File: src/rtl/awu_pkg.sv
// Package: shared register-select codes, function codes and helpers for
// the address watch unit. Assumes at most a few dozen slots.
package awu_pkg;

    typedef enum logic [1:0] {
        SEL_CMP  = 2'd0,
        SEL_MASK = 2'd1,
        SEL_FUNC = 2'd2,
        SEL_RSVD = 2'd3
    } reg_sel_e;

    localparam logic [3:0] FN_OFF   = 4'b0000;
    localparam logic [3:0] FN_READ  = 4'b0101;
    localparam logic [3:0] FN_WRITE = 4'b0110;
    localparam logic [3:0] FN_BOTH  = 4'b0111;

    localparam logic [1:0] SIZE_BAD = 2'b11;

    localparam int FLAG_BIT = 24;
    localparam int SIZE_LO  = 10;

    // Width of a slot index, at least one bit.
    function automatic int slot_bits(input int n);
        return (n > 1) ? $clog2(n) : 1;
    endfunction

    // True when a function code watches the given direction.
    function automatic logic dir_ok(input logic [3:0] fn, input logic is_wr);
        case (fn)
            FN_READ:  return !is_wr;
            FN_WRITE: return is_wr;
            FN_BOTH:  return 1'b1;
            default:  return 1'b0;
        endcase
    endfunction

endpackage

File: src/rtl/awu_decode.sv
// Register-port decoder: splits the register address into slot index and
// register select and produces one-hot per-slot strobes. Assumes reg_addr
// is {slot, select[1:0]}; slot indices beyond NUM_SLOTS select nothing.
module awu_decode #(
    parameter int NUM_SLOTS = 4,
    parameter int RA_W      = 4
) (
    input  logic                 reg_wr,
    input  logic                 reg_rd,
    input  logic [RA_W-1:0]      reg_addr,
    output logic [NUM_SLOTS-1:0] wr_cmp,
    output logic [NUM_SLOTS-1:0] wr_mask,
    output logic [NUM_SLOTS-1:0] wr_func,
    output logic [NUM_SLOTS-1:0] rd_func
);
    import awu_pkg::*;

    logic [RA_W-3:0] slot_idx;
    logic [1:0]      sel;

    assign slot_idx = reg_addr[RA_W-1:2];
    assign sel      = reg_addr[1:0];

    for (genvar g = 0; g < NUM_SLOTS; g++) begin : g_strobe
        logic here;
        // Slot g is addressed when the index field equals g.
        assign here       = (slot_idx == (RA_W-2)'(g));
        assign wr_cmp[g]  = here && reg_wr && (sel == SEL_CMP);
        assign wr_mask[g] = here && reg_wr && (sel == SEL_MASK);
        assign wr_func[g] = here && reg_wr && (sel == SEL_FUNC);
        assign rd_func[g] = here && reg_rd && (sel == SEL_FUNC);
    end

endmodule

File: src/rtl/awu_slot.sv
// One watch slot: compare, mask size, function code, size code and the
// sticky matched flag, plus the combinational match for the current bus
// access. Assumes ADDR_W >= 25 so the flag bit fits in the function word.
module awu_slot #(
    parameter int ADDR_W = 32,
    parameter int MASK_W = 4
) (
    input  logic              clk,
    input  logic              rst_n,
    input  logic              wr_cmp,
    input  logic              wr_mask,
    input  logic              wr_func,
    input  logic              rd_func,
    input  logic [ADDR_W-1:0] wdata,
    input  logic              bus_valid,
    input  logic              bus_write,
    input  logic [ADDR_W-1:0] bus_addr,
    output logic [ADDR_W-1:0] cmp_word,
    output logic [ADDR_W-1:0] mask_word,
    output logic [ADDR_W-1:0] func_word,
    output logic              match,
    output logic              flag
);
    import awu_pkg::*;

    logic [ADDR_W-1:0] cmp_q;
    logic [MASK_W-1:0] mask_q;
    logic [3:0]        fn_q;
    logic [1:0]        size_q;
    logic              flag_q;
    logic [ADDR_W-1:0] keep_bits;

    // Compare register: written whole.
    always_ff @(posedge clk) begin
        if (!rst_n)      cmp_q <= '0;
        else if (wr_cmp) cmp_q <= wdata;
    end

    // Mask-size register: low MASK_W bits of the write data.
    always_ff @(posedge clk) begin
        if (!rst_n)       mask_q <= '0;
        else if (wr_mask) mask_q <= wdata[MASK_W-1:0];
    end

    // Function code and size code; the forbidden size code is dropped.
    always_ff @(posedge clk) begin
        if (!rst_n) begin
            fn_q   <= FN_OFF;
            size_q <= 2'b00;
        end else if (wr_func) begin
            fn_q <= wdata[3:0];
            if (wdata[SIZE_LO+1:SIZE_LO] != SIZE_BAD)
                size_q <= wdata[SIZE_LO+1:SIZE_LO];
        end
    end

    // Address bits kept after dropping mask_q low bits.
    assign keep_bits = {ADDR_W{1'b1}} << mask_q;

    // Current access hits this slot.
    assign match = bus_valid && dir_ok(fn_q, bus_write)
                   && ((bus_addr & keep_bits) == cmp_q);

    // Sticky flag: a hit wins over a clearing read in the same cycle.
    always_ff @(posedge clk) begin
        if (!rst_n)       flag_q <= 1'b0;
        else if (match)   flag_q <= 1'b1;
        else if (rd_func) flag_q <= 1'b0;
    end

    // Read-back words, unused bits zero.
    always_comb begin
        cmp_word  = cmp_q;
        mask_word = '0;
        mask_word[MASK_W-1:0] = mask_q;
        func_word = '0;
        func_word[3:0] = fn_q;
        func_word[SIZE_LO+1:SIZE_LO] = size_q;
        func_word[FLAG_BIT] = flag_q;
    end

    assign flag = flag_q;

endmodule

File: src/rtl/addr_watch_unit.sv
// Top of the address watch unit: NUM_SLOTS watch slots behind a simple
// register port, a combinational read mux and registered hit outputs.
// Assumes a synchronous active-low reset and ADDR_W >= 25.
module addr_watch_unit #(
    parameter int NUM_SLOTS = 4,
    parameter int ADDR_W    = 32,
    parameter int MASK_W    = 4,
    localparam int RA_W     = awu_pkg::slot_bits(NUM_SLOTS) + 2
) (
    input  logic                 clk,
    input  logic                 rst_n,
    input  logic                 bus_valid,
    input  logic                 bus_write,
    input  logic [ADDR_W-1:0]    bus_addr,
    input  logic                 reg_wr,
    input  logic                 reg_rd,
    input  logic [RA_W-1:0]      reg_addr,
    input  logic [ADDR_W-1:0]    reg_wdata,
    output logic [ADDR_W-1:0]    reg_rdata,
    output logic [NUM_SLOTS-1:0] hit_vec,
    output logic                 dbg_event
);
    import awu_pkg::*;

    logic [NUM_SLOTS-1:0] wr_cmp, wr_mask, wr_func, rd_func;
    logic [NUM_SLOTS-1:0] match_vec;
    logic [NUM_SLOTS-1:0] flag_vec;
    logic [ADDR_W-1:0]    cmp_words  [NUM_SLOTS];
    logic [ADDR_W-1:0]    mask_words [NUM_SLOTS];
    logic [ADDR_W-1:0]    func_words [NUM_SLOTS];

    awu_decode #(.NUM_SLOTS(NUM_SLOTS), .RA_W(RA_W)) decode_i (
        .reg_wr  (reg_wr),
        .reg_rd  (reg_rd),
        .reg_addr(reg_addr),
        .wr_cmp  (wr_cmp),
        .wr_mask (wr_mask),
        .wr_func (wr_func),
        .rd_func (rd_func)
    );

    for (genvar g = 0; g < NUM_SLOTS; g++) begin : g_slot
        awu_slot #(.ADDR_W(ADDR_W), .MASK_W(MASK_W)) slot_i (
            .clk      (clk),
            .rst_n    (rst_n),
            .wr_cmp   (wr_cmp[g]),
            .wr_mask  (wr_mask[g]),
            .wr_func  (wr_func[g]),
            .rd_func  (rd_func[g]),
            .wdata    (reg_wdata),
            .bus_valid(bus_valid),
            .bus_write(bus_write),
            .bus_addr (bus_addr),
            .cmp_word (cmp_words[g]),
            .mask_word(mask_words[g]),
            .func_word(func_words[g]),
            .match    (match_vec[g]),
            .flag     (flag_vec[g])
        );
    end

    // Read mux: slot by index field, register by select field.
    always_comb begin
        reg_rdata = '0;
        for (int i = 0; i < NUM_SLOTS; i++) begin
            if (reg_addr[RA_W-1:2] == (RA_W-2)'(i)) begin
                case (reg_addr[1:0])
                    SEL_CMP:  reg_rdata = cmp_words[i];
                    SEL_MASK: reg_rdata = mask_words[i];
                    SEL_FUNC: reg_rdata = func_words[i];
                    default:  reg_rdata = '0;
                endcase
            end
        end
    end

    // Registered hit vector and combined debug event.
    always_ff @(posedge clk) begin
        if (!rst_n) begin
            hit_vec   <= '0;
            dbg_event <= 1'b0;
        end else begin
            hit_vec   <= match_vec;
            dbg_event <= |match_vec;
        end
    end

endmodule

File: config.mk
export PLATFORM = sky130hd
export DESIGN_NAME = addr_watch_unit
export DESIGN_NICKNAME = d
export VERILOG_FILES = /design/src/rtl/awu_pkg.sv /design/src/rtl/awu_decode.sv /design/src/rtl/awu_slot.sv /design/src/rtl/addr_watch_unit.sv
export SDC_FILE = /design/constraint.sdc
export NUM_CORES = 1
export LEC_CHECK = 0
export ABC_AREA = 1
export CAP_MARGIN = 10
export CORE_MARGIN = 1.5
export CORE_UTILIZATION = 35
export CTS_BUF_LIST = sky130_fd_sc_hd__clkbuf_8
export DETAILED_ROUTE_END_ITERATION = 8
export DONT_BUFFER_PORTS = 1
export PLACE_DENSITY = 0.6
export SETUP_SLACK_MARGIN = 0.3
export SYNTH_ARGS = -nofsm -noshare
export SYNTH_HDL_FRONTEND = slang
export SYNTH_SLANG_ARGS = --single-unit
File: constraint.sdc
create_clock -name clk -period 3.97 [get_ports clk]
set_clock_uncertainty 0.2 [all_clocks]
set_input_delay 0.397 -clock clk [delete_from_list [all_inputs] [get_ports clk]]
set_output_delay 0.397 -clock clk [all_outputs]
set_load 0.05 [all_outputs]
==> impl_results.md, run 1 <==
* Synth warn at 0
* Min-Delay Startpoint: reg_wdata[11]
* Crit-path cells: inv_1 -> nand2_2 -> buf_4 -> nor2_4 -> inv_2 -> o221ai_1
* Fraction of layout cells with a size suffix above 1 at 6.071%
* Number of remaining DRC errors at 0
* Min Tclk post-route at 2929 ps
* Vias in the first global route at 9487
* Largest family of logic cells by synthesized area: simple AND/OR/NAND/NOR gates
* Clk buf depth at 2
* Worst vdd ir at 194.9 uV
* Placed Area at 10050 sq um
* Synth Register Bits at 177
* Post-synthesis simple-gate area fraction at 24.83%
* Num CTS Buffers at 17
* Initial antenna violation count at 2
* Pwr Total at 3.607 mW
* Flop-to-flop setup slack at 1590 ps
* DRT met1 WL at 16180 microns
* Synth Instances at 1471
* Routed wire length per instance at 20.29 microns
* Final period utilization at 73.78%
* Main synth FF type: dfxtp_1
* Tightest Pin Transition at 1156 ps
* Max Cap Violations at 0
* Final setup vio count at 0
* Hold Crit Depth at 2
* Final hold viol count at 0
* DP Worst Slack at 1077 ps
* CP max stage cell: o221ai_1
* LEAKAGE at 4.370 nW
* WL final at 38010 microns
* FP Rows at 60
* Post-synthesis mux area share at 0%
* Max FO, Critical Path at 24
* Post-synthesis sequential area ratio at 36.49%
* Post-synthesis compound-gate area fraction at 23.20%
* CTS root buf: clkbuf_8
* I/O Pins at 111
* CTS sink count at 177
* GPL Wtd Cong at 0.9553
* Fin Hold WS at 20.69 ps
* Status: finished, final reports clean
* Fin area at 10930 sq um
* Remaining antenna violation count at 0
* Setup ws final at 1041 ps
* Area of the mapped netlist at 9709 sq um
* Syn Area/Cell at 6.600 sq um
* DR WL met2 at 18100 microns
* Congestion Overflow GR at 0
* TritonCTS clock tree: built
* Worst setup SP type: input port
* Post-synthesis async set-or-reset flop share at 0%
* Total track usage at 26.48%
* Hold EP: g_slot[2].slot_i.cmp_word[11]$_SDFFE_PN0P_
* First-pass iteration count of the detailed router at 6
* Clock Latency Late Sink at 490 ps
* Width of the die at 169.6 microns
* Worst endpoint required time at 3370 ps
* Die area at 28750 sq um
* Slew HR at 24.34%
* Die Height at 169.6 microns
* Met3 Wirelength at 2572 microns
* Netlist cell types at 36
* RSZ-0062 raised after global routing: false
* Final layout net count at 1560
* Setup TNS at 0 ps
* Top achievable clock speed at 0.3414 GHz
* Core area at 27100 sq um
* Area Growth Syn to Fin at 12.62%
* R2R depth at 12
* Critical setup path kind: in2out
* First-pass GRT wire length at 57130 microns
* Largest net degree at the start of global routing at 154
* Clock-pin slew on the worst setup and hold paths at 100 ps
* CP Capture Type: primary output
* Syn nets at 1545
* Reg-to-reg endpoint: dbg_event$_SDFF_PN0_
* Max Slew Vio Count at 0
* Post-DP HPWL at 27260 microns
* DR vias/cell at 5.406
* Post-synth EDFFs at 0
* Top sig layer: met4
* CP max stage delay at 970 ps
* Total power per unit cell area at 329.9 nW/um^2
* Buffers on Ports at 0
* Synth Area in Adders at 0%
* Initial Utilization at 35.83%
* Worst R2R Start: g_slot[0].slot_i.mask_q[3]$_SDFFE_PN0P_
* Initial DRC count at 926
* Tightest Hold Check Type: in2reg
* Via Count at 10130
* Htree depth at 4
* XOR/XNOR Fraction of Synth Area at 5.863%
* CP arrival at 2330 ps
## per-layer routing
| layer | vias up | track usage, % |
|---|---|---|
| li1 | 4885 | - |
| met1 | 4754 | 33.24 |
| met3 | 78 | 5.061 |
| met4 | 0 | 10.08 |
| met2 | 409 | 44.91 |
| met5 | - | 0 |
## cell usage after synthesis, types with 7 or more instances
cell type | n | area share, %
o22ai_1 | 22 | 1.4
o221ai_1 | 12 | 1.1
nand2_1 | 258 | 10
nor2_1 | 208 | 8.0
xnor2_1 | 22 | 2.0
nand4_1 | 17 | 1.1
a21oi_1 | 132 | 6.8
dfxtp_1 | 177 | 36
inv_2 | 14 | 0.54
clkbuf_1 | 46 | 1.8
nor2_2 | 9 | 0.58
o21ai_1 | 15 | 0.77
buf_2 | 23 | 1.2
o21ai_0 | 192 | 9.9
o2111ai_1 | 10 | 0.90
nand3_1 | 72 | 3.7
a22oi_1 | 7 | 0.54
inv_1 | 147 | 5.7
xor2_1 | 43 | 3.9
## how the worst max path moves through the flow
stage | slack, ps | endpoint | cells past startpoint | startpoint
detailed placement | 1080 | reg_rdata[5] | 6 | reg_addr[0]
global route | 980 | reg_rdata[20] | 6 | reg_addr[0]
CTS | 1080 | reg_rdata[5] | 6 | reg_addr[0]
global placement | 1120 | reg_rdata[5] | 6 | reg_addr[0]
floorplan | 1120 | reg_rdata[3] | 6 | reg_addr[0]
finish | 1040 | reg_rdata[5] | 6 | reg_addr[0]
## logic make-up (layout without fill, tap and decap cells)
family,after synthesis,count (layout)
buffers and inverters,237,265
xor gates and xnor gates,65,65
and+or+nand+nor,582,582
DFF,177,177
other,0,2
AOI/OAI and AO/OA,410,410
## area by class of cell
type,count,area (sq um)
Fill cell,2934,16170
Antenna cell,2,5.005
Sequential cell,177,3543
Inverter,162,608.1
Clock buffer,19,261.5
Tap cell,372,465.4
Multi-Input combinational cell,1057,5238
Clock inverter,13,135.1
Timing Repair Buffer,71,678.2
## report_power, final
group / switching, mW / internal, mW
logic: 0.285 / 0.150
registers: 0.0344 / 1.81
clock network: 0.733 / 0.593
## cell usage in the layout (no fill, tap or decap), types with 2 or more instances in the layout
cell type      count
xor2_1            43
xnor2_1           22
a21oi_1          132
inv_2             14
o21ai_0          181
buf_4             24
nor2_4             3
o21ai_1           26
inv_6              3
nand3b_1           5
inv_1            149
clkbuf_8          19
nand3_1           72
o211ai_1           2
clkinvlp_4         3
nor3_2             3
nand2_1          258
dlygate4sd3_1     45
nand2_2            5
a221oi_1           6
a211oi_1           3
clkinv_2           2
a22oi_1            7
nor2_1           208
o2111ai_1         10
nor2_2             9
dfxtp_1          177
o221ai_1          12
a221o_1            5
bufinv_16          2
o22ai_1           22
nand4_1           17
diode_2            2
## per-stage QoR
step	utilization [%]	instances
after global routing	40.35	1873
after detailed placement	37.10	1793
after CTS	40.33	1871
after global placement	37.10	1793
after floorplan	-	1471
final	40.35	1873
## sequential cells by signal (all words and copies together), names as in the netlist
signal,count
g_slot.slot_i.cmp_word,128
g_slot.slot_i.size_q,8
g_slot.slot_i.fn_q,16
g_slot.slot_i.flag,4
dbg_event,1
hit_vec,4
g_slot.slot_i.mask_q,16
## critical path: cells and delay by family
family                 cells  cell delay, ps
AO/OA/AOI/OAI              1             970
buffers and inverters      3             610
AND/OR/NAND/NOR            2             330
## timing repair
item	4_1_cts	5_1_grt
setup buffers	0	0
endpoints found under the setup margin	0	0
resized for setup	0	0
hold buffers	46	0
hold endpoints to repair	169	0
Note: power is estimated with default switching activity, not from simulation.
==> run 2, diff against run 1 <==
- ABC_AREA: 1 -> 0
- clock period: 3.97 -> 2.8 ns (I/O delays scaled with it)
==> impl_results.md, run 2 <==
* Tightest Pin Transition at 672.5 ps (was 1156 ps)
* Congestion Overflow GR at 0 (unchanged)
* Vias in the first global route at 9216 (was 9487)
* Final period utilization at 90.25%
* Final hold viol count at 0 (unchanged)
* Initial antenna violation count at 0 (was 2)
* Via Count at 9689 (was 10130)
* Synth Instances at 1288 (was 1471)
* I/O Pins at 111 (unchanged)
* CTS root buf: clkbuf_8 (unchanged)
* Top achievable clock speed at 0.3957 GHz
* Post-synthesis sequential area ratio at 37.36% (was 36.49%)
* Core area at 26800 sq um (was 27100 sq um)
* Syn Area/Cell at 7.364 sq um (was 6.600 sq um)
* Most common cell after layout, fill and taps aside: nand2_1 (unchanged)
* Psw at 1.422 mW (was 1.052 mW)
* TritonCTS clock tree: built (unchanged)
* Synth warn at 0 (unchanged)
* Width of the die at 167.6 microns (was 169.6 microns)
* First-pass iteration count of the detailed router at 6 (unchanged)
* Post-synth EDFFs at 0 (unchanged)
* Final Util at 40.58% (was 40.35%)
* Status: finished, final reports clean (unchanged)
* Total track usage at 27.10% (was 26.48%)
* Die Height at 167.6 microns (was 169.6 microns)
* Ant diodes at 0 (was 2)
* Tightest Hold Check Type: in2reg (unchanged)
* Max FO, Critical Path at 3 (was 24)
* Syn nets at 1362 (was 1545)
* Register area at 3557 sq um (was 3543 sq um)
* RSZ-0062 raised after global routing: true (was false)
* Yosys top cell area share at 37.36% (was 36.49%)
* Worst vdd ir at 246.4 uV (was 194.9 uV)
* Worst setup SP type: flop (was input port)
* Worst endpoint required time at 3010 ps (was 3370 ps)
* DP Worst Slack at -134.9 ps (was 1077 ps)
* Multi-input logic area at 5565 sq um (was 5238 sq um)
* Fillers at 2730 (was 2934)
* Fraction of layout cells with a size suffix above 1 at 8.837% (was 6.071%)
* Area Growth Syn to Fin at 14.65% (was 12.62%)
* Final layout net count at 1385 (was 1560)
* Initial DRC count at 1175 (was 926)
* Htree depth at 4 (unchanged)
* Comb pwr share at 10.8% (was 12.1%)
* Synth Register Bits at 177 (unchanged)
* Post-synthesis async set-or-reset flop share at 0% (unchanged)
* First-pass GRT wire length at 57680 microns (was 57130 microns)
* Largest register FFs at 128 (unchanged)
* DR vias/cell at 5.819 (was 5.406)
* Most frequent cells in the layout: nand2_1, dfxtp_1, a21oi_1 (was nand2_1, nor2_1, o21ai_0)
* Buffers on Ports at 0 (unchanged)
* Num CTS Buffers at 17 (unchanged)
* Setup ws final at 273.0 ps (was 1041 ps)
* CP Capture Type: flop (was primary output)
* Clock Latency Late Sink at 490 ps (about the same)
* Initial Utilization at 35.39% (was 35.83%)
* WL final at 38090 microns (was 38010 microns)
* Post-DP HPWL at 27260 microns (about the same)
* Die area at 28100 sq um (was 28750 sq um)
* Slew HR at 55.02% (was 24.34%)
* Min Tclk post-route at 2527 ps
* Largest net degree at the start of global routing at 51 (was 154)
* Critical setup path kind: reg2reg (was in2out)
* CP arrival at 2730 ps (was 2330 ps)
* Main synth FF type: dfxtp_1 (unchanged)
* Clk pwr share at 36.5% (was 36.8%)
* Total power per unit cell area at 450.9 nW/um^2 (was 329.9 nW/um^2)
* Number of remaining DRC errors at 0 (unchanged)
* Clock-pin slew on the worst setup and hold paths at 100 ps (about the same)
* Max Slew Vio Count at 0 (unchanged)
* GPL Wtd Cong at 0.9964 (was 0.9553)
* Clk buf depth at 2 (unchanged)
* Synth top area cells: dfxtp_1, nand2_1, a21oi_1 (was dfxtp_1, nand2_1, o21ai_0)
* Remaining antenna violation count at 0 (unchanged)
* Internal power at 3.483 mW (was 2.554 mW)
* Share of power burned in registers at 52.7% (was 51.2%)
* Yosys top cell by area: dfxtp_1 (unchanged)
* Netlist cell types at 55 (was 36)
* Post-synth top cells: nand2_1, dfxtp_1, a21oi_1 (was nand2_1, nor2_1, o21ai_0)
* Final setup vio count at 0 (unchanged)
* Cell with the most instances after synthesis: nand2_1 (unchanged)
* Switching power share of the total at 28.99% (was 29.18%)
* FP Rows at 60 (unchanged)
* CTS sink count at 177 (unchanged)
* Max Cap Violations at 0 (unchanged)
* Area of the mapped netlist at 9485 sq um (was 9709 sq um)
* Routed wire length per instance at 22.88 microns (was 20.29 microns)
* LEAKAGE at 3.835 nW (was 4.370 nW)
[run 2: cell count changes after synthesis, moves of 29 or more]
| cell | delta |
|---|---|
| o21ai_0 | -137 |
| mux2i_1 | +34 |
| nand2_1 | +84 |
| xnor2_1 | +30 |
| nor2_1 | -143 |
| clkbuf_1 | +29 |
| a22oi_1 | +49 |
| a21oi_1 | +36 |
| nand3_1 | -47 |
| inv_1 | -131 |
[run 2: path summary, 6_finish.rpt]
path / from / endpoint / slack (ps) / cells after the start
worst max-delay path: g_slot[0].slot_i.cmp_word[15]$_SDFFE_PN0P_ / dbg_event$_SDFF_PN0_ / 270 / 6
worst min-delay path: bus_addr[1] / hit_vec[3]$_SDFF_PN0_ / 30 / 5
worst max register to register: g_slot[0].slot_i.cmp_word[15]$_SDFFE_PN0P_ / dbg_event$_SDFF_PN0_ / 270 / 6
worst min register to register: g_slot[0].slot_i.flag$_SDFFE_PN0P_ / g_slot[0].slot_i.flag$_SDFFE_PN0P_ / 280 / 2
[run 2: cell families after synthesis]
kind of cell | Yosys count | synth area share (%)
and+or+nand+nor | 529 | 24.05
AOI/OAI and AO/OA | 329 | 20.35
DFF | 177 | 37.36
buffers and inverters | 111 | 4.630
xor gates and xnor gates | 106 | 9.788
muxes | 36 | 3.825
[run 2: power by group through the flow]
stage          combinational, mW  clock, mW  sequential [mW]
2_1_floorplan              0.334          0             2.63
3_5_place_dp               0.432          0             2.64
6_report                   0.530       1.79             2.59
5_1_grt                    0.566       1.90             2.59
4_1_cts                    0.520       1.80             2.59
3_3_place_gp               0.432          0             2.64
[run 2: layout make-up]
type / instances / share of cell area (%)
timing repair buffer: 96 / 8.053
sequential: 177 / 32.71
multi-input combinational: 1000 / 51.17
inverter: 19 / 0.6788
clock inverter: 14 / 1.185
tap: 341 / 3.923
clock buffer: 18 / 2.278
[run 2: critical path, cell delays in order (launching register included)]
cell and delay, ps:
dfxtp_1 350, xor2_1 230, nor4_1 580, nand4_1 180, nor4_1 210, nand4_1 370, a41oi_2 320
[run 2: metrics by stage]
stage               TNS (ps)  cells  hold WS (ps)  area, sq um  power (mW)
global placement      -188.6   1590         216.9        10010       3.076
global route               0   1665         30.94        10880       5.052
floorplan                  0   1288         216.0         9490       2.960
CTS                        0   1664         7.609        10820       4.907
finish                     0   1665         28.41        10880       4.904
detailed placement    -183.9   1590         222.8        10010       3.077
[run 2: what timing repair did]
action,4_1_cts,5_1_grt
gates resized for setup,5,15
endpoints found under the setup margin,6,12
hold buffers,42,0
pin swaps,0,1
buffers inserted,0,1
hold endpoints to repair,174,0
[run 2: layer usage]
| layer | track usage, % | part of all wire (%) | vias to the layer above |
|---|---|---|---|
| li1 | - | - | 4487 |
| met1 | 34.76 | 40 | 4516 |
| met2 | 42.81 | 45 | 585 |
| met3 | 6.901 | 11 | 101 |
| met4 | 12.18 | 4.2 | 0 |
| met5 | 0 | 0 | - |
